[src/rtl/cascade_timer_pkg.sv]
package cascade_timer_pkg;

    // register address map
    localparam int ADDR_W = 3;
    localparam logic [ADDR_W-1:0] A_MS_IV  = 3'd0;
    localparam logic [ADDR_W-1:0] A_SEC_IV = 3'd1;
    localparam logic [ADDR_W-1:0] A_US_DIV = 3'd2;
    localparam logic [ADDR_W-1:0] A_PRE_LO = 3'd3;
    localparam logic [ADDR_W-1:0] A_PRE_HI = 3'd4;
    localparam logic [ADDR_W-1:0] A_HMS    = 3'd5;

    // number of interval channels: 0 = milliseconds, 1 = seconds
    localparam int N_CH = 2;

    // reload machine of an interval channel
    typedef enum logic [0:0] {
        CH_RUN  = 1'b0,
        CH_HOLD = 1'b1
    } reload_state_t;

    // interrupt flag machine of an interval channel
    typedef enum logic [0:0] {
        IRQ_IDLE   = 1'b0,
        IRQ_RAISED = 1'b1
    } flag_state_t;

endpackage

[src/rtl/cascade_divider.sv]
module cascade_divider #(
    parameter int              DIV_W   = 16,
    parameter logic [DIV_W-1:0] RST_CNT = '0
) (
    input  logic             clk,
    input  logic             rst_n,
    input  logic             step,
    input  logic [DIV_W-1:0] divisor,
    output logic             tick
);

    logic [DIV_W-1:0] cnt_q;
    logic             at_zero;

    assign at_zero = (cnt_q == '0);
    assign tick    = step && at_zero;

    always_ff @(posedge clk) begin
        if (!rst_n) begin
            cnt_q <= RST_CNT;
        end else if (step) begin
            if (at_zero) begin
                cnt_q <= divisor;
            end else begin
                cnt_q <= cnt_q - 1'b1;
            end
        end
    end

endmodule

[src/rtl/cascade_interval.sv]
module cascade_interval
    import cascade_timer_pkg::*;
#(
    parameter int              IV_W    = 7,
    parameter logic [IV_W-1:0] RST_VAL = '1
) (
    input  logic            clk,
    input  logic            rst_n,
    input  logic            step,
    input  logic            wr_en,
    input  logic            wr_imm,
    input  logic [IV_W-1:0] wr_cnt,
    input  logic            rd_clr,
    output logic            expire,
    output logic            irq,
    output logic [IV_W-1:0] readback
);

    reload_state_t rs_q, rs_nxt;
    flag_state_t   fs_q, fs_nxt;

    logic [IV_W-1:0] cnt_q;
    logic [IV_W-1:0] active_q;
    logic [IV_W-1:0] pending_q;
    logic            wr_defer;

    assign expire   = step && (cnt_q == '0);
    assign wr_defer = wr_en && !wr_imm;

    // state registers
    always_ff @(posedge clk) begin
        if (!rst_n) begin
            rs_q <= CH_RUN;
            fs_q <= IRQ_IDLE;
        end else begin
            rs_q <= rs_nxt;
            fs_q <= fs_nxt;
        end
    end

    // reload machine transitions
    always_comb begin
        rs_nxt = rs_q;
        unique case (rs_q)
            CH_RUN: begin
                if (wr_defer) begin
                    rs_nxt = CH_HOLD;
                end
            end
            CH_HOLD: begin
                if (wr_en && wr_imm) begin
                    rs_nxt = CH_RUN;
                end else if (wr_defer) begin
                    rs_nxt = CH_HOLD;
                end else if (expire) begin
                    rs_nxt = CH_RUN;
                end
            end
            default: rs_nxt = CH_RUN;
        endcase
    end

    // flag machine transitions
    always_comb begin
        fs_nxt = fs_q;
        unique case (fs_q)
            IRQ_IDLE: begin
                if (expire) begin
                    fs_nxt = IRQ_RAISED;
                end
            end
            IRQ_RAISED: begin
                if (rd_clr && !expire) begin
                    fs_nxt = IRQ_IDLE;
                end
            end
            default: fs_nxt = IRQ_IDLE;
        endcase
    end

    // counter and count registers, steered by the reload state
    always_ff @(posedge clk) begin
        if (!rst_n) begin
            cnt_q     <= RST_VAL;
            active_q  <= RST_VAL;
            pending_q <= RST_VAL;
        end else if (wr_en && wr_imm) begin
            cnt_q     <= wr_cnt;
            active_q  <= wr_cnt;
            pending_q <= wr_cnt;
        end else begin
            if (wr_defer) begin
                pending_q <= wr_cnt;
            end
            if (expire) begin
                unique case (rs_q)
                    CH_HOLD: begin
                        cnt_q    <= pending_q;
                        active_q <= pending_q;
                    end
                    default: cnt_q <= active_q;
                endcase
            end else if (step) begin
                cnt_q <= cnt_q - 1'b1;
            end
        end
    end

    // outputs
    always_comb begin
        irq      = (fs_q == IRQ_RAISED);
        readback = (rs_q == CH_HOLD) ? pending_q : active_q;
    end

endmodule

[src/rtl/cascade_regs.sv]
module cascade_regs
    import cascade_timer_pkg::*;
#(
    parameter int DATA_W  = 8,
    parameter int US_W    = 6,
    parameter int HMS_W   = 8,
    parameter int IV_W    = 7,
    parameter logic [US_W-1:0]   US_RST  = 6'h03,
    parameter logic [DATA_W-1:0] LO_RST  = 8'h9F,
    parameter logic [DATA_W-1:0] HI_RST  = 8'h00,
    parameter logic [HMS_W-1:0]  HMS_RST = 8'h63,
    localparam int PRE_W = 2 * DATA_W
) (
    input  logic                       clk,
    input  logic                       rst_n,
    input  logic [ADDR_W-1:0]          bus_addr,
    input  logic                       bus_wr,
    input  logic                       bus_rd,
    input  logic [DATA_W-1:0]          bus_wdata,
    input  logic [N_CH-1:0][IV_W-1:0]  iv_rb,
    output logic [DATA_W-1:0]          bus_rdata,
    output logic [US_W-1:0]            us_div,
    output logic [PRE_W-1:0]           pre_div,
    output logic [HMS_W-1:0]           hms_div,
    output logic [N_CH-1:0]            iv_wr,
    output logic                       iv_imm,
    output logic [IV_W-1:0]            iv_cnt,
    output logic [N_CH-1:0]            iv_clr
);

    logic [DATA_W-1:0] lo_q, hi_q;

    always_ff @(posedge clk) begin
        if (!rst_n) begin
            us_div  <= US_RST;
            lo_q    <= LO_RST;
            hi_q    <= HI_RST;
            hms_div <= HMS_RST;
        end else if (bus_wr) begin
            unique case (bus_addr)
                A_US_DIV: us_div  <= bus_wdata[US_W-1:0];
                A_PRE_LO: lo_q    <= bus_wdata;
                A_PRE_HI: hi_q    <= bus_wdata;
                A_HMS:    hms_div <= bus_wdata[HMS_W-1:0];
                default: ;
            endcase
        end
    end

    assign pre_div = {hi_q, lo_q};
    assign iv_imm  = bus_wdata[DATA_W-1];
    assign iv_cnt  = bus_wdata[IV_W-1:0];

    // per-channel write and clear strobes
    for (genvar c = 0; c < N_CH; c++) begin : g_strobe
        localparam logic [ADDR_W-1:0] CH_ADDR = A_MS_IV + ADDR_W'(c);
        assign iv_wr[c]  = bus_wr && (bus_addr == CH_ADDR);
        assign iv_clr[c] = bus_rd && (bus_addr == CH_ADDR);
    end

    always_comb begin
        bus_rdata = '0;
        unique case (bus_addr)
            A_MS_IV:  bus_rdata = {{(DATA_W-IV_W){1'b0}}, iv_rb[0]};
            A_SEC_IV: bus_rdata = {{(DATA_W-IV_W){1'b0}}, iv_rb[1]};
            A_US_DIV: bus_rdata = {{(DATA_W-US_W){1'b0}}, us_div};
            A_PRE_LO: bus_rdata = lo_q;
            A_PRE_HI: bus_rdata = hi_q;
            A_HMS:    bus_rdata = {{(DATA_W-HMS_W){1'b0}}, hms_div};
            default:  bus_rdata = '0;
        endcase
    end

endmodule

[src/rtl/cascade_timer.sv]
module cascade_timer
    import cascade_timer_pkg::*;
#(
    parameter int DATA_W = 8,
    parameter int US_W   = 6,
    parameter int HMS_W  = 8,
    parameter int IV_W   = 7,
    localparam int PRE_W = 2 * DATA_W
) (
    input  logic              clk,
    input  logic              rst_n,
    input  logic [ADDR_W-1:0] bus_addr,
    input  logic              bus_wr,
    input  logic              bus_rd,
    input  logic [DATA_W-1:0] bus_wdata,
    output logic [DATA_W-1:0] bus_rdata,
    output logic              us_tick,
    output logic              ms_tick,
    output logic              hms_tick,
    output logic              ms_irq,
    output logic              sec_irq
);

    localparam logic [US_W-1:0]  US_RST  = US_W'(3);
    localparam logic [PRE_W-1:0] PRE_RST = PRE_W'(16'h009F);
    localparam logic [HMS_W-1:0] HMS_RST = HMS_W'(99);
    localparam logic [IV_W-1:0]  IV_RST  = '1;

    logic [US_W-1:0]             us_div;
    logic [PRE_W-1:0]            pre_div;
    logic [HMS_W-1:0]            hms_div;
    logic [N_CH-1:0]             iv_wr;
    logic                        iv_imm;
    logic [IV_W-1:0]             iv_cnt;
    logic [N_CH-1:0]             iv_clr;
    logic [N_CH-1:0][IV_W-1:0]   iv_rb;
    logic [N_CH-1:0]             iv_step;
    logic [N_CH-1:0]             iv_expire;
    logic [N_CH-1:0]             iv_irq;

    cascade_regs #(
        .DATA_W (DATA_W),
        .US_W   (US_W),
        .HMS_W  (HMS_W),
        .IV_W   (IV_W),
        .US_RST (US_RST),
        .LO_RST (PRE_RST[DATA_W-1:0]),
        .HI_RST (PRE_RST[PRE_W-1:DATA_W]),
        .HMS_RST(HMS_RST)
    ) regs_i (
        .clk      (clk),
        .rst_n    (rst_n),
        .bus_addr (bus_addr),
        .bus_wr   (bus_wr),
        .bus_rd   (bus_rd),
        .bus_wdata(bus_wdata),
        .iv_rb    (iv_rb),
        .bus_rdata(bus_rdata),
        .us_div   (us_div),
        .pre_div  (pre_div),
        .hms_div  (hms_div),
        .iv_wr    (iv_wr),
        .iv_imm   (iv_imm),
        .iv_cnt   (iv_cnt),
        .iv_clr   (iv_clr)
    );

    cascade_divider #(.DIV_W(US_W), .RST_CNT(US_RST)) us_div_i (
        .clk    (clk),
        .rst_n  (rst_n),
        .step   (1'b1),
        .divisor(us_div),
        .tick   (us_tick)
    );

    cascade_divider #(.DIV_W(PRE_W), .RST_CNT(PRE_RST)) pre_div_i (
        .clk    (clk),
        .rst_n  (rst_n),
        .step   (1'b1),
        .divisor(pre_div),
        .tick   (ms_tick)
    );

    cascade_divider #(.DIV_W(HMS_W), .RST_CNT(HMS_RST)) hms_div_i (
        .clk    (clk),
        .rst_n  (rst_n),
        .step   (ms_tick),
        .divisor(hms_div),
        .tick   (hms_tick)
    );

    assign iv_step = {hms_tick, ms_tick};

    for (genvar c = 0; c < N_CH; c++) begin : g_chan
        cascade_interval #(.IV_W(IV_W), .RST_VAL(IV_RST)) chan_i (
            .clk     (clk),
            .rst_n   (rst_n),
            .step    (iv_step[c]),
            .wr_en   (iv_wr[c]),
            .wr_imm  (iv_imm),
            .wr_cnt  (iv_cnt),
            .rd_clr  (iv_clr[c]),
            .expire  (iv_expire[c]),
            .irq     (iv_irq[c]),
            .readback(iv_rb[c])
        );
    end

    assign ms_irq  = iv_irq[0];
    assign sec_irq = iv_irq[1];

endmodule

[config.mk]
export PLATFORM = sky130hd
export DESIGN_NAME = cascade_timer
export DESIGN_NICKNAME = d
export VERILOG_FILES = /design/src/rtl/cascade_timer_pkg.sv /design/src/rtl/cascade_divider.sv /design/src/rtl/cascade_interval.sv /design/src/rtl/cascade_regs.sv /design/src/rtl/cascade_timer.sv
export SDC_FILE = /design/constraint.sdc
export NUM_CORES = 1
export LEC_CHECK = 0
export BUFFER_PORTS_ARGS = -buffer_cell sky130_fd_sc_hd__buf_2
export CORE_ASPECT_RATIO = 1.1
export CORE_MARGIN = 1.5
export CORE_UTILIZATION = 35
export DETAILED_ROUTE_END_ITERATION = 12
export PLACE_DENSITY_LB_ADDON = 0.15
export SLEW_MARGIN = 20
export SYNTH_ARGS = -nofsm -noshare
export SYNTH_HDL_FRONTEND = slang
export SYNTH_SLANG_ARGS = --single-unit
[constraint.sdc]
create_clock -name clk -period 2.2 [get_ports clk]
set_input_delay 0.44 -clock clk [delete_from_list [all_inputs] [get_ports clk]]
set_output_delay 0.44 -clock clk [all_outputs]
set_load 0.1 [all_outputs]
==> results of run 1 <==
-- metrics by stage --
step                      hold slack (ns)  cell area [µm²]
after global routing               0.3706             7084
after CTS                          0.3366             6864
after floorplan                    0.4335             5544
final                              0.3466             7084
after global placement             0.4491             6340
after detailed placement           0.4519             6340
-- registers in the layout (all words and copies together), names as in the netlist --
name                     cells
pre_div_i.cnt_q             16
g_chan.chan_i.active_q      14
g_chan.chan_i.cnt_q         14
g_chan.chan_i.pending_q     14
hms_div_i.cnt_q              8
regs_i.hi_q                  8
regs_i.hms_div               8
regs_i.lo_q                  8
regs_i.us_div                6
us_div_i.cnt_q               6
g_chan.chan_i.irq            2
g_chan.chan_i.rs_q           2
-- final timing paths --
kind,slack [ns],to,cells past startpoint,from
worst max-delay path,-0.13,bus_rdata[4],4,g_chan[0].chan_i.rs_q$_SDFF_PN0_
worst min-delay path,0.35,hms_div_i.cnt_q[6]$_SDFFE_PN1P_,2,rst_n
worst max register to register,-0.02,pre_div_i.cnt_q[10]$_SDFF_PN0_,10,pre_div_i.cnt_q[1]$_SDFF_PN1_
worst min register to register,0.46,g_chan[1].chan_i.active_q[0]$_SDFFE_PN1P_,2,g_chan[1].chan_i.active_q[0]$_SDFFE_PN1P_
-- power by group through the flow --
stage / Combinational (mW) / Clock, mW / Sequential, mW
6_report: 0.637 / 1.64 / 2.03
3_5_place_dp: 0.588 / 0 / 2.06
3_3_place_gp: 0.586 / 0 / 2.06
4_1_cts: 0.623 / 1.68 / 2.02
2_1_floorplan: 0.386 / 0 / 2.05
5_1_grt: 0.680 / 1.75 / 2.03
-- cells in the final DEF (no fill, tap or decap), types with 4 or more instances in the layout --
cell,synthesis,final
nand2_1,121,118
dfxtp_1,106,100
buf_4,0,58
nor2_1,52,51
a21oi_1,44,39
nand3_1,36,36
o21ai_0,31,30
nor3_1,21,18
mux2i_1,23,17
buf_2,4,16
buf_12,0,15
mux2_2,20,12
inv_1,17,10
o211ai_1,10,10
clkbuf_16,0,9
mux2_4,0,8
nor2b_1,8,8
a211oi_1,9,8
xor2_1,7,7
xnor2_1,7,7
o22ai_4,0,6
dfxtp_2,0,6
buf_6,1,6
inv_2,0,5
and3_1,5,5
a22oi_2,0,5
clkinvlp_4,0,5
nor4_1,6,5
nand2b_1,5,5
ha_1,8,5
mux2i_4,0,4
a21oi_2,0,4
and2_1,6,4
nand3b_1,4,4
a31oi_1,4,4
o21a_1,5,4
-- layer usage --
layer	track usage	share of wire
met2	0.3559	0.47
met3	0.02740	0.026
met4	0.1065	0.037
met1	0.2948	0.46
met5	0	0
-- area by class of cell --
| type | instances | area, µm² | share of cell area |
|---|---|---|---|
| inverter | 18 | 75.07 | 0.01060 |
| tap | 196 | 245.2 | 0.03462 |
| multi-input combinational | 502 | 3426 | 0.4836 |
| sequential | 106 | 2130 | 0.3006 |
| timing repair buffer | 97 | 913.4 | 0.1289 |
| clock inverter | 4 | 52.55 | 0.007418 |
| clock buffer | 11 | 242.7 | 0.03426 |
-- worst reg2reg max path, delay by kind of cell, from the launching register on --
kind                     cells  cell delay [ns]
buffers and inverters        4             0.37
AO/OA/AOI/OAI                1             0.21
flip-flops                   1             0.33
AND/OR/NAND/NOR              3             0.94
adder cells (fa/ha/maj)      1             0.12
XOR/XNOR                     1             0.16
-- logic make-up (layout without fill, tap and decap cells) --
kind of cell	Yosys count	count (layout)	synth area share
and+or+nand+nor	290	290	0.2560
xor gates and xnor gates	14	14	0.02264
muxes	44	44	0.08826
DFF	106	106	0.3919
buffers and inverters	67	130	0.04944
adders and majority gates	8	8	0.01849
AOI/OAI and AO/OA	146	146	0.1733
-- repair_timing --
item / in CTS / in global routing
gates cloned: 0 / 0
buffers inserted: 7 / 9
setup endpoints to repair: 12 / 32
hold buffers: 0 / 0
pin swaps: 3 / 12
gates resized for setup: 44 / 41
==> impl_results.html, run 1 <==
<table>
<tr><th>Metric</th><th>Value</th></tr>
<tr><th colspan="2">Critical path</th></tr>
<tr><td>Peak fanout along the critical path</td><td>2</td></tr>
<tr><td>Required time at the endpoint of the critical path</td><td>about 1.8 ns</td></tr>
<tr><td>Standard cell with the maximum stage delay on the critical path</td><td>mux4_2</td></tr>
<tr><td>CP arrival</td><td>1.89 ns</td></tr>
<tr><td>Sequence of cells on the critical path</td><td>mux2_4, mux4_2, o21a_4, buf_12</td></tr>
<tr><td>Classification of the worst setup path</td><td>flip-flop to primary output</td></tr>
<tr><td>Number of buffer and inverter stages on the critical path</td><td>1</td></tr>
<tr><td>Dominant delay contributor by cell family on the critical path</td><td>multiplexers</td></tr>
<tr><td>Critical Path Source Type</td><td>flip-flop</td></tr>
<tr><td>Worst path max stage delay</td><td>0.47 ns</td></tr>
<tr><td>Kind of end point of the critical path</td><td>primary output</td></tr>
<tr><th colspan="2">Power and ir drop</th></tr>
<tr><td>Power share of the combinational group</td><td>0.148</td></tr>
<tr><td>Internal power summed over all cells</td><td>3.131 mW</td></tr>
<tr><td>LEAKAGE</td><td>2.842 nW</td></tr>
<tr><td>Relative contribution of the clock network to total power</td><td>0.382</td></tr>
<tr><td>VDD IR-drop max</td><td>0.0002783 V</td></tr>
<tr><td>Power density over the cells</td><td>608.0 mW/mm²</td></tr>
<tr><td>Power, Total</td><td>4.307 mW</td></tr>
<tr><td>Sequential share of power</td><td>0.471</td></tr>
<tr><td>Switching power as a share of total power</td><td>0.2731</td></tr>
<tr><td>Power dissipated by switching net loads</td><td>1.176 mW</td></tr>
<tr><th colspan="2">STA</th></tr>
<tr><td>Final-report setup violation count</td><td>3</td></tr>
<tr><td>Unrepaired setup endpoints after global routing</td><td>yes</td></tr>
<tr><td>Worst setup slack after layout</td><td>-0.1254 ns</td></tr>
<tr><td>Slew at the pin closest to its max-slew limit</td><td>0.5168 ns</td></tr>
<tr><td>Worst clock skew</td><td>slightly below 0.005 ns</td></tr>
<tr><td>Peak clock frequency supported by timing</td><td>0.4300 GHz</td></tr>
<tr><td>Final period util</td><td>1.057</td></tr>
<tr><td>Relative slew slack</td><td>0.6523</td></tr>
<tr><td>Setup tns final</td><td>-0.1747 ns</td></tr>
<tr><td>Min Clock Period, post-route</td><td>2.325 ns</td></tr>
<tr><td>Final Hold Violating Endpoints</td><td>0</td></tr>
<tr><td>Count of pins over their slew limit</td><td>0</td></tr>
<tr><th colspan="2">Floorplanning</th></tr>
<tr><td>Width of the chip</td><td>121.6 µm</td></tr>
<tr><td>Placeable Area</td><td>0.01511 mm²</td></tr>
<tr><td>Die Y-Extent</td><td>133.5 µm</td></tr>
<tr><td>Area of the die</td><td>approximately 0.016 mm²</td></tr>
<tr><td>Number of rows created at floorplan</td><td>47</td></tr>
<tr><td>Total I/O pin count</td><td>28</td></tr>
<tr><td>Initial standard-cell utilization of the core</td><td>0.3583</td></tr>
<tr><th colspan="2">Detailed routing</th></tr>
<tr><td>Number of optimization iterations in the first detailed-route pass</td><td>5</td></tr>
<tr><td>Detail-routed net length per standard cell</td><td>18.48 µm</td></tr>
<tr><td>Routed via count divided by cell count</td><td>5.494</td></tr>
<tr><td>Post-DRT Antenna Nets</td><td>0</td></tr>
<tr><td>First DRT Iteration DRCs</td><td>380</td></tr>
<tr><td>Via total after detailed routing</td><td>5131</td></tr>
<tr><td>Number of DRC violations after detailed routing</td><td>0</td></tr>
<tr><td>Drt total wl</td><td>17260 µm</td></tr>
<tr><th colspan="2">Logic synthesis</th></tr>
<tr><td>Commonest cells post-synth</td><td>nand2_1, dfxtp_1, nor2_1, a21oi_1, clkbuf_1</td></tr>
<tr><td>Post-synth cell types</td><td>64</td></tr>
<tr><td>Count of synthesis-stage warnings from yosys</td><td>0</td></tr>
<tr><td>Post-synthesis async set-or-reset flop share</td><td>0</td></tr>
<tr><td>Synthesized netlist net count</td><td>698</td></tr>
<tr><td>Synthesized instance count</td><td>about 680</td></tr>
<tr><td>Share of synthesized area occupied by flip-flops and latches</td><td>0.3919</td></tr>
<tr><td>Top_reg_cell synth</td><td>dfxtp_1</td></tr>
<tr><td>Area contributors post-synth</td><td>dfxtp_1, nand2_1, mux2i_1</td></tr>
<tr><td>#FFs+latches synth</td><td>between 100 and 150</td></tr>
<tr><td>Count of flip-flops with a built-in enable after synthesis</td><td>0</td></tr>
<tr><td>Library cell occupying the most area in the post-synthesis netlist</td><td>dfxtp_1</td></tr>
<tr><td>Most used standard cell by instance count after synthesis</td><td>nand2_1</td></tr>
<tr><td>Share of the synthesized area in the top cell type</td><td>0.3919</td></tr>
<tr><td>Mapped cell area</td><td>0.005415 mm²</td></tr>
<tr><td>Mean post-synth cell area</td><td>~8 µm²</td></tr>
<tr><th colspan="2">Layout</th></tr>
<tr><td>Layout cells sized above 1</td><td>0.2696</td></tr>
<tr><td>Number of inserted filler cells in the final layout</td><td>1451</td></tr>
<tr><td>Final non-filler cell total</td><td>934</td></tr>
<tr><td>Area growth, synth to finish</td><td>30.82%</td></tr>
<tr><td>Core utilization of the finished layout</td><td>0.4687</td></tr>
<tr><td>Fin nets</td><td>757</td></tr>
<tr><td>Antenna diode count</td><td>0</td></tr>
<tr><th colspan="2">Clock network</th></tr>
<tr><td>CTS sink count</td><td>106</td></tr>
<tr><td>Clock-pin slew on the worst setup and hold paths</td><td>roughly 0.070 ns</td></tr>
<tr><td>Root buffer cell</td><td>clkbuf_16</td></tr>
<tr><td>H-tree depth</td><td>3</td></tr>
<tr><td>Number of buffers between clock root and the deepest sink</td><td>2</td></tr>
<tr><td>Clock latency reported for the late side of the worst-skew pair</td><td>0.35 ns</td></tr>
<tr><td>Clock tree from TritonCTS</td><td>built</td></tr>
<tr><td>Number of CTS-inserted buffers</td><td>9</td></tr>
<tr><th colspan="2">Placed design</th></tr>
<tr><td>Placed insts</td><td>904</td></tr>
<tr><td>Routability congestion estimate from global placement</td><td>0.8953</td></tr>
<tr><td>Number of buffers inserted by port buffering</td><td>27</td></tr>
<tr><td>Final HPWL DP</td><td>12330 µm</td></tr>
<tr><td>Pre-CTS WS</td><td>0.007133 ns</td></tr>
<tr><th colspan="2">Run</th></tr>
<tr><td>Max capacitance violation total</td><td>0</td></tr>
<tr><th colspan="2">Global routing</th></tr>
<tr><td>Total global routing track utilization</td><td>0.2218</td></tr>
<tr><td>Via count of the first global-routing pass</td><td>4998</td></tr>
<tr><td>Total congestion overflow after global routing</td><td>0</td></tr>
<tr><td>First-pass GRT wire length</td><td>around 28000 µm</td></tr>
<tr><td>Antenna violations before repair</td><td>0</td></tr>
<tr><td>Pin count of the biggest net entering global routing</td><td>40</td></tr>
<tr><th colspan="2">Hold path</th></tr>
<tr><td>Class of the tightest hold or removal check</td><td>input port to flip-flop</td></tr>
<tr><th colspan="2">Status</th></tr>
<tr><td>Failing checks</td><td>negative setup slack</td></tr>
<tr><td>Status</td><td>finished with violations</td></tr>
</table>
(Power assumes the default switching activity.)
==> run 2: changes to the inputs <==
--- a/config.mk
+++ b/config.mk
@@ -10,7 +10,9 @@
 export CORE_MARGIN = 1.5
 export CORE_UTILIZATION = 35
 export DETAILED_ROUTE_END_ITERATION = 12
+export GPL_TIMING_DRIVEN = 0
 export PLACE_DENSITY_LB_ADDON = 0.15
+export SETUP_SLACK_MARGIN = 0.3
 export SLEW_MARGIN = 20
 export SYNTH_ARGS = -nofsm -noshare
 export SYNTH_HDL_FRONTEND = slang
==> impl_results.html, run 2 (same netlist as run 1, synthesis figures left out) <==
<table>
<tr><th>Metric</th><th>Value</th></tr>
<tr><th colspan="2">Clock network</th></tr>
<tr><td>Number of CTS-inserted buffers</td><td>9 (unchanged)</td></tr>
<tr><td>Root buffer cell</td><td>clkbuf_16</td></tr>
<tr><td>H-tree depth</td><td>3 (unchanged)</td></tr>
<tr><td>CTS sink count</td><td>106 (unchanged)</td></tr>
<tr><td>Clock tree from TritonCTS</td><td>built</td></tr>
<tr><td>Number of buffers between clock root and the deepest sink</td><td>2 (unchanged)</td></tr>
<tr><td>Clock latency reported for the late side of the worst-skew pair</td><td>0.37 ns (+0.02 ns)</td></tr>
<tr><td>Clock-pin slew on the worst setup and hold paths</td><td>0.08 ns (about the same)</td></tr>
<tr><td>Hold bufs inserted after CTS</td><td>0 (unchanged)</td></tr>
<tr><th colspan="2">Hold path</th></tr>
<tr><td>Class of the tightest hold or removal check</td><td>input port to flip-flop</td></tr>
<tr><td>Number of cells on the worst hold path</td><td>3 (+1)</td></tr>
<tr><th colspan="2">Layout</th></tr>
<tr><td>Fin nets</td><td>794 (+4.9%)</td></tr>
<tr><td>Top library cells by usage in the layout, fill and taps aside</td><td>nand2_1, dfxtp_1, buf_4</td></tr>
<tr><td>Antenna diode count</td><td>0 (unchanged)</td></tr>
<tr><td>Area growth, synth to finish</td><td>46.95%</td></tr>
<tr><td>Layout cells sized above 1</td><td>0.3570 (+0.08731)</td></tr>
<tr><td>Max FFs per register</td><td>16 (unchanged)</td></tr>
<tr><td>Final non-filler cell total</td><td>972 (+4.1%)</td></tr>
<tr><td>Top register by number of flip-flops</td><td>pre_div_i.cnt_q</td></tr>
<tr><td>Most common cell after layout, fill and taps aside</td><td>nand2_1</td></tr>
<tr><th colspan="2">Detailed routing</th></tr>
<tr><td>Detail-routed net length per standard cell</td><td>20.63 µm (+12%)</td></tr>
<tr><td>Via total after detailed routing</td><td>5462 (+6.5%)</td></tr>
<tr><td>Number of DRC violations after detailed routing</td><td>0 (unchanged)</td></tr>
<tr><td>Number of optimization iterations in the first detailed-route pass</td><td>5 (unchanged)</td></tr>
<tr><td>Routed via count divided by cell count</td><td>5.619 (+2.3%)</td></tr>
<tr><td>First DRT Iteration DRCs</td><td>409 (+7.6%)</td></tr>
<tr><td>Post-DRT Antenna Nets</td><td>0 (unchanged)</td></tr>
<tr><td>Drt total wl</td><td>20050 µm (+16%)</td></tr>
<tr><th colspan="2">Run</th></tr>
<tr><td>Max capacitance violation total</td><td>0 (unchanged)</td></tr>
<tr><th colspan="2">Global routing</th></tr>
<tr><td>Pin count of the biggest net entering global routing</td><td>18 (-55%)</td></tr>
<tr><td>Antenna violations before repair</td><td>0 (unchanged)</td></tr>
<tr><td>Total congestion overflow after global routing</td><td>0 (unchanged)</td></tr>
<tr><td>Via count of the first global-routing pass</td><td>5243 (+4.9%)</td></tr>
<tr><td>First-pass GRT wire length</td><td>30120 µm (+8.8%)</td></tr>
<tr><td>Total global routing track utilization</td><td>0.2461 (+0.02428)</td></tr>
<tr><th colspan="2">STA</th></tr>
<tr><td>Worst setup slack after layout</td><td>-0.2380 ns (-0.1126 ns)</td></tr>
<tr><td>Min Clock Period, post-route</td><td>2.438 ns (+0.1126 ns)</td></tr>
<tr><td>Unrepaired setup endpoints after global routing</td><td>yes</td></tr>
<tr><td>Worst clock skew</td><td>0.01231 ns (+0.007344 ns)</td></tr>
<tr><td>Final Hold Violating Endpoints</td><td>0 (unchanged)</td></tr>
<tr><td>Final-report setup violation count</td><td>20 (+17)</td></tr>
<tr><td>Relative slew slack</td><td>0.4282 (-0.2241)</td></tr>
<tr><td>Count of pins over their slew limit</td><td>0 (unchanged)</td></tr>
<tr><td>Peak clock frequency supported by timing</td><td>0.4102 GHz (-4.6%)</td></tr>
<tr><td>Slew at the pin closest to its max-slew limit</td><td>0.8577 ns (+0.3410 ns)</td></tr>
<tr><td>Final period util</td><td>1.108 (+0.05120)</td></tr>
<tr><th colspan="2">Placed design</th></tr>
<tr><td>Final HPWL DP</td><td>13340 µm (+8.2%)</td></tr>
<tr><td>Routability congestion estimate from global placement</td><td>0.8363 (-6.6%)</td></tr>
<tr><td>Number of buffers inserted by port buffering</td><td>18 (-33%)</td></tr>
<tr><td>Placed insts</td><td>889 (-1.7%)</td></tr>
<tr><th colspan="2">Floorplanning</th></tr>
<tr><td>Total I/O pin count</td><td>28 (unchanged)</td></tr>
<tr><td>Area of the die</td><td>0.01623 mm² (unchanged)</td></tr>
<tr><td>Number of rows created at floorplan</td><td>47 (unchanged)</td></tr>
<tr><td>Width of the chip</td><td>121.6 µm (unchanged)</td></tr>
<tr><td>Initial standard-cell utilization of the core</td><td>0.3583 (unchanged)</td></tr>
<tr><td>Placeable Area</td><td>0.01511 mm² (unchanged)</td></tr>
<tr><td>Die Y-Extent</td><td>133.5 µm (unchanged)</td></tr>
<tr><th colspan="2">Critical path</th></tr>
<tr><td>Critical Path Source Type</td><td>flip-flop</td></tr>
<tr><td>Classification of the worst setup path</td><td>flip-flop to primary output</td></tr>
<tr><td>R2r worst-path depth</td><td>9 (-1)</td></tr>
<tr><td>CP arrival</td><td>2.00 ns (+0.11 ns)</td></tr>
<tr><td>Peak fanout along the critical path</td><td>5 (+3)</td></tr>
<tr><td>Sequence of cells on the critical path</td><td>buf_8, mux2_4, mux4_2, o21a_4, buf_12</td></tr>
<tr><td>Kind of end point of the critical path</td><td>primary output</td></tr>
<tr><td>Standard cell with the maximum stage delay on the critical path</td><td>mux4_2</td></tr>
<tr><td>Required time at the endpoint of the critical path</td><td>1.76 ns (about the same)</td></tr>
<tr><td>Worst path max stage delay</td><td>0.47 ns (about the same)</td></tr>
<tr><th colspan="2">Power and ir drop</th></tr>
<tr><td>Power density over the cells</td><td>538.3 mW/mm² (-11%)</td></tr>
<tr><td>Power, Total</td><td>4.284 mW (-0.54%)</td></tr>
<tr><td>LEAKAGE</td><td>3.153 nW (+11%)</td></tr>
<tr><td>VDD IR-drop max</td><td>0.0003909 V (+40%)</td></tr>
<tr><th colspan="2">Status</th></tr>
<tr><td>Failing checks</td><td>negative setup slack</td></tr>
<tr><td>Status</td><td>finished with violations</td></tr>
</table>
-- run 2: cell types whose count changed in the layout (fill, tap and decap cells not counted), sizes merged --
cell | before | now
clkinv | 1 | 6
buf | 97 | 96
clkbuf | 11 | 48
clkinvlp | 5 | 3
bufinv | 1 | 0
-- run 2: final cells by class --
| cell class | count | area (µm²) |
|---|---|---|
| flip-flops and latches | 106 | 2143 |
| plain buffers | 49 | 489.2 |
| clock inverters | 6 | 43.79 |
| fillers | 1367 | 7156 |
| repair buffers | 85 | 893.4 |
| multi-input cells | 502 | 3830 |
| inverters | 18 | 83.83 |
| well taps | 196 | 245.2 |
| clock buffers | 10 | 229.0 |
-- run 2: final timing paths --
path	startpoint	endpoint	slack (ns)
worst max-delay path	g_chan[0].chan_i.rs_q$_SDFF_PN0_	bus_rdata[4]	-0.24
worst min-delay path	bus_wdata[0]	regs_i.hi_q[0]$_SDFFE_PN0P_	0.38
worst max register to register	g_chan[1].chan_i.cnt_q[0]$_SDFFE_PN1P_	g_chan[1].chan_i.active_q[3]$_SDFFE_PN1P_	-0.14
worst min register to register	g_chan[1].chan_i.active_q[0]$_SDFFE_PN1P_	g_chan[1].chan_i.active_q[0]$_SDFFE_PN1P_	0.45
-- run 2: report_power, final --
group | switching [mW] | internal [mW]
logic | 0.433 | 0.275
clock network | 0.775 | 0.772
registers | 0.0572 | 1.97
-- run 2: critical path: cells and delay by family, from the launching register on --
family                 cells  cell delay, ns
flip-flops                 1            0.33
multiplexers               2            0.80
buffers and inverters      2            0.28
AO/OA/AOI/OAI              1            0.22
-- run 2: metal layers --
layer | track usage | up-vias | wire length, µm
met5 | 0 | - | 0
met4 | 0.1157 | 0 | 775
met3 | 0.02697 | 44 | 837
met2 | 0.4065 | 141 | 9812
met1 | 0.3206 | 2686 | 8626
li1 | - | 2591 | -
-- run 2: timing repair --
| item | CTS | global route |
|---|---|---|
| buffers inserted | 36 | 25 |
| endpoints found under the setup margin | 67 | 73 |
| pin swaps | 16 | 31 |
| resized for setup | 132 | 130 |
| gates cloned | 1 | 5 |
-- run 2: through the flow --
stage	TNS (ns)	hold WS, ns	utilization	setup WS, ns	cell area [µm²]
finish	-1.731	0.3820	0.5265	-0.2380	7958
global route	-2.943	0.3921	0.5265	-0.2587	7958
CTS	-1.289	0.3593	0.4782	-0.2700	7227
detailed placement	-8.669	0.4503	0.4077	-0.5473	6161
global placement	-10.18	0.4490	0.4077	-0.6064	6161
floorplan	0	0.4335	-	0.03475	5826
==> run 3: changes to the inputs <==
--- a/config.mk
+++ b/config.mk
@@ -16,4 +16,5 @@
 export SLEW_MARGIN = 20
 export SYNTH_ARGS = -nofsm -noshare
 export SYNTH_HDL_FRONTEND = slang
+export SYNTH_HIERARCHICAL = 1
 export SYNTH_SLANG_ARGS = --single-unit
==> impl_results.html, run 3 <==
<table>
<tr><th>Metric</th><th>Value</th></tr>
<tr><th colspan="2">Layout</th></tr>
<tr><td>Antenna diode count</td><td>0 (unchanged)</td></tr>
<tr><td>Max FFs per register</td><td>16 (unchanged)</td></tr>
<tr><td>Number of inserted filler cells in the final layout</td><td>1551 (+13%)</td></tr>
<tr><td>Layout cells sized above 1</td><td>0.3634 (+0.006453)</td></tr>
<tr><td>Fin nets</td><td>827 (+4.2%)</td></tr>
<tr><td>Top library cells by usage in the layout, fill and taps aside</td><td>dfxtp_1, nand2_1, buf_4</td></tr>
<tr><td>Area growth, synth to finish</td><td>42.51%</td></tr>
<tr><td>Final non-filler cell total</td><td>1043 (+7.3%)</td></tr>
<tr><td>Top register by number of flip-flops</td><td>pre_div_i/cnt_q</td></tr>
<tr><td>Most common cell after layout, fill and taps aside</td><td>dfxtp_1</td></tr>
<tr><th colspan="2">Detailed routing</th></tr>
<tr><td>Routed metal-1 wire length</td><td>8734 µm (+1.3%)</td></tr>
<tr><td>Via total after detailed routing</td><td>5695 (+4.3%)</td></tr>
<tr><td>Topmost layer with routed signal wires</td><td>met4</td></tr>
<tr><td>Number of optimization iterations in the first detailed-route pass</td><td>4 (-1)</td></tr>
<tr><td>Detail-routed net length per standard cell</td><td>19.10 µm (-7.4%)</td></tr>
<tr><td>Number of DRC violations after detailed routing</td><td>0 (unchanged)</td></tr>
<tr><td>First DRT Iteration DRCs</td><td>365 (-11%)</td></tr>
<tr><td>Wire length on met2</td><td>9891 µm (+0.81%)</td></tr>
<tr><td>Post-DRT Antenna Nets</td><td>0 (unchanged)</td></tr>
<tr><td>Drt total wl</td><td>19920 µm (-0.66%)</td></tr>
<tr><td>Routed wire length on met3</td><td>761 µm (-9.1%)</td></tr>
<tr><td>Routed via count divided by cell count</td><td>5.460 (-2.8%)</td></tr>
<tr><th colspan="2">Global routing</th></tr>
<tr><td>First-pass GRT wire length</td><td>30850 µm (+2.4%)</td></tr>
<tr><td>Total congestion overflow after global routing</td><td>0 (unchanged)</td></tr>
<tr><td>Via count of the first global-routing pass</td><td>5535 (+5.6%)</td></tr>
<tr><td>Total global routing track utilization</td><td>0.2211 (-0.02502)</td></tr>
<tr><td>Antenna violations before repair</td><td>0 (unchanged)</td></tr>
<tr><td>Pin count of the biggest net entering global routing</td><td>20 (+2)</td></tr>
<tr><th colspan="2">Critical path</th></tr>
<tr><td>Sequence of cells on the critical path</td><td>or4_4, or4_4, nor3_2, and2_4, buf_6, or4b_4, nor2_4, nand2_4, or4_4, buf_8, mux2i_1, o221ai_1</td></tr>
<tr><td>Required time at the endpoint of the critical path</td><td>2.42 ns (+0.66 ns)</td></tr>
<tr><td>Peak fanout along the critical path</td><td>5 (unchanged)</td></tr>
<tr><td>Worst path max stage delay</td><td>0.55 ns (+0.08 ns)</td></tr>
<tr><td>CP arrival</td><td>3.76 ns (+1.76 ns)</td></tr>
<tr><td>Kind of end point of the critical path</td><td>flip-flop</td></tr>
<tr><td>Critical Path Source Type</td><td>flip-flop</td></tr>
<tr><td>Most common cell type on the critical path</td><td>or4_4</td></tr>
<tr><td>Classification of the worst setup path</td><td>flip-flop to flip-flop</td></tr>
<tr><td>Standard cell with the maximum stage delay on the critical path</td><td>or4_4</td></tr>
<tr><th colspan="2">Logic synthesis</th></tr>
<tr><td>Synthesized instance count</td><td>672 (-0.44%)</td></tr>
<tr><td>Count of synthesis-stage warnings from yosys</td><td>6 (+6)</td></tr>
<tr><td>Mapped cell area</td><td>0.006031 mm² (+11%)</td></tr>
<tr><td>Mean post-synth cell area</td><td>8.974 µm² (+12%)</td></tr>
<tr><th colspan="2">Clock network</th></tr>
<tr><td>Clock tree from TritonCTS</td><td>built</td></tr>
<tr><td>Number of CTS-inserted buffers</td><td>9 (unchanged)</td></tr>
<tr><td>H-tree depth</td><td>3 (unchanged)</td></tr>
<tr><td>Number of buffers between clock root and the deepest sink</td><td>2 (unchanged)</td></tr>
<tr><td>CTS sink count</td><td>106 (unchanged)</td></tr>
<tr><td>Clock latency reported for the late side of the worst-skew pair</td><td>0.36 ns (about the same)</td></tr>
<tr><td>Clock-pin slew on the worst setup and hold paths</td><td>0.07 ns (about the same)</td></tr>
<tr><td>Root buffer cell</td><td>clkbuf_16</td></tr>
<tr><th colspan="2">Floorplanning</th></tr>
<tr><td>Initial standard-cell utilization of the core</td><td>0.3557 (-0.002588)</td></tr>
<tr><td>Number of rows created at floorplan</td><td>50 (+6.4%)</td></tr>
<tr><td>Die Y-Extent</td><td>140.7 µm (+5.4%)</td></tr>
<tr><td>Width of the chip</td><td>128.2 µm (+5.4%)</td></tr>
<tr><td>Area of the die</td><td>0.01803 mm² (+11%)</td></tr>
<tr><td>Placeable Area</td><td>0.01695 mm² (+12%)</td></tr>
<tr><td>Total I/O pin count</td><td>28 (unchanged)</td></tr>
<tr><th colspan="2">Power and ir drop</th></tr>
<tr><td>Sequential share of power</td><td>0.469 (-0.005)</td></tr>
<tr><td>Power dissipated by switching net loads</td><td>1.201 mW (-5.1%)</td></tr>
<tr><td>Internal power summed over all cells</td><td>3.056 mW (+1.3%)</td></tr>
<tr><td>Power share of the combinational group</td><td>0.150 (-0.015)</td></tr>
<tr><td>Switching power as a share of total power</td><td>0.2820 (-0.01341)</td></tr>
<tr><td>VDD IR-drop max</td><td>0.0003687 V (-5.7%)</td></tr>
<tr><td>LEAKAGE</td><td>3.445 nW (+9.3%)</td></tr>
<tr><td>Power density over the cells</td><td>495.3 mW/mm² (-8.0%)</td></tr>
<tr><td>Relative contribution of the clock network to total power</td><td>0.381 (+0.020)</td></tr>
<tr><th colspan="2">STA</th></tr>
<tr><td>Final-report setup violation count</td><td>49 (+150%)</td></tr>
<tr><td>Unrepaired setup endpoints after global routing</td><td>yes</td></tr>
<tr><td>Worst clock skew</td><td>0.01148 ns (-0.0008287 ns)</td></tr>
<tr><td>Worst Hold Margin</td><td>0.3950 ns (+0.01295 ns)</td></tr>
<tr><td>Peak clock frequency supported by timing</td><td>0.2821 GHz (-31%)</td></tr>
<tr><td>Final period util</td><td>1.611 (+0.5032)</td></tr>
<tr><td>Min Clock Period, post-route</td><td>3.545 ns (+1.107 ns)</td></tr>
<tr><td>Worst setup slack after layout</td><td>-1.345 ns (-1.107 ns)</td></tr>
<tr><td>Final Hold Violating Endpoints</td><td>0 (unchanged)</td></tr>
<tr><td>Count of pins over their slew limit</td><td>0 (unchanged)</td></tr>
<tr><td>Relative slew slack</td><td>0.5964 (+0.1683)</td></tr>
<tr><td>Slew at the pin closest to its max-slew limit</td><td>0.6007 ns (-0.2570 ns)</td></tr>
<tr><th colspan="2">Run</th></tr>
<tr><td>Max capacitance violation total</td><td>0 (unchanged)</td></tr>
<tr><th colspan="2">Status</th></tr>
<tr><td>Status</td><td>finished with violations</td></tr>
<tr><td>Failing checks</td><td>negative setup slack</td></tr>
<tr><th colspan="2">Placed design</th></tr>
<tr><td>Routability congestion estimate from global placement</td><td>0.8145 (-2.6%)</td></tr>
<tr><td>Placed insts</td><td>940 (+5.7%)</td></tr>
<tr><td>Final HPWL DP</td><td>13360 µm (+0.12%)</td></tr>
<tr><td>Number of buffers inserted by port buffering</td><td>27 (+9)</td></tr>
<tr><th colspan="2">Hold path</th></tr>
<tr><td>Class of the tightest hold or removal check</td><td>input port to flip-flop</td></tr>
</table>
-- run 3: layout make-up --
cell class | count | area, µm² | share of cell area
Buffer | 45 | 381.6 | 0.04440
Clock buffer | 11 | 252.7 | 0.02941
Clock inverter | 5 | 36.28 | 0.004222
Inverter | 36 | 142.6 | 0.01660
Multi-Input combinational cell | 492 | 4093 | 0.4762
Sequential cell | 106 | 2138 | 0.2488
Tap cell | 234 | 292.8 | 0.03407
Timing Repair Buffer | 114 | 1257 | 0.1463
-- run 3: repair_timing --
action                                  in CTS  in global routing
pin swaps                                   30                 23
cloned                                       4                  1
resized for setup                          124                 61
setup buffers                               50                 32
hold buffers                                 0                  0
endpoints found under the setup margin      59                 62
-- run 3: metrics by stage --
stage	TNS (ns)	utilization	cell area [µm²]	total power, mW	setup WS (ns)
4_1_cts	-40.36	0.4779	8103	4.259	-1.323
3_3_place_gp	-40.88	0.4004	6788	2.539	-1.685
5_1_grt	-55.26	0.5069	8594	4.397	-1.452
3_5_place_dp	-41.39	0.4004	6788	2.545	-1.674
6_report	-50.49	0.5069	8594	4.257	-1.345
2_1_floorplan	-44.29	-	6360	2.405	-1.961
-- run 3: worst paths after layout --
kind | cells after the start | end | slack [ns] | startpoint
hold / removal | 3 | regs_i/lo_q[6]$_SDFFE_PN0P_ | 0.39 | bus_wdata[6]
hold reg to reg | 2 | g_chan[1].chan_i/pending_q[0]$_SDFFE_PN1P_ | 0.48 | g_chan[1].chan_i/pending_q[0]$_SDFFE_PN1P_
setup reg to reg | 12 | g_chan[1].chan_i/cnt_q[5]$_SDFFE_PN1P_ | -1.35 | pre_div_i/cnt_q[3]$_SDFFE_PN1P_
setup / recovery | 12 | g_chan[1].chan_i/cnt_q[5]$_SDFFE_PN1P_ | -1.35 | pre_div_i/cnt_q[3]$_SDFFE_PN1P_
-- run 3: critical path, delay by kind of cell (launching register included) --
family	cells	cell delay (ns)
multiplexers	1	0.15
AND/OR/NAND/NOR	8	2.52
flip-flops	1	0.35
buffers and inverters	2	0.27
AO/OA/AOI/OAI	1	0.13
-- run 3: power by group through the flow --
| stage | registers, mW | logic [mW] | clock network, mW |
|---|---|---|---|
| after floorplan | 2.02 | 0.381 | 0 |
| after global placement | 2.04 | 0.501 | 0 |
| after detailed placement | 2.04 | 0.506 | 0 |
| after CTS | 1.99 | 0.609 | 1.66 |
| after global routing | 2.00 | 0.671 | 1.73 |
| final | 2.00 | 0.638 | 1.62 |
-- run 3: metal layers --
metal | vias to the layer above | GRT usage
met3 | 32 | 0.02732
met1 | 2785 | 0.2836
met5 | - | 0
met2 | 145 | 0.3795
li1 | 2733 | -
met4 | 0 | 0.08102
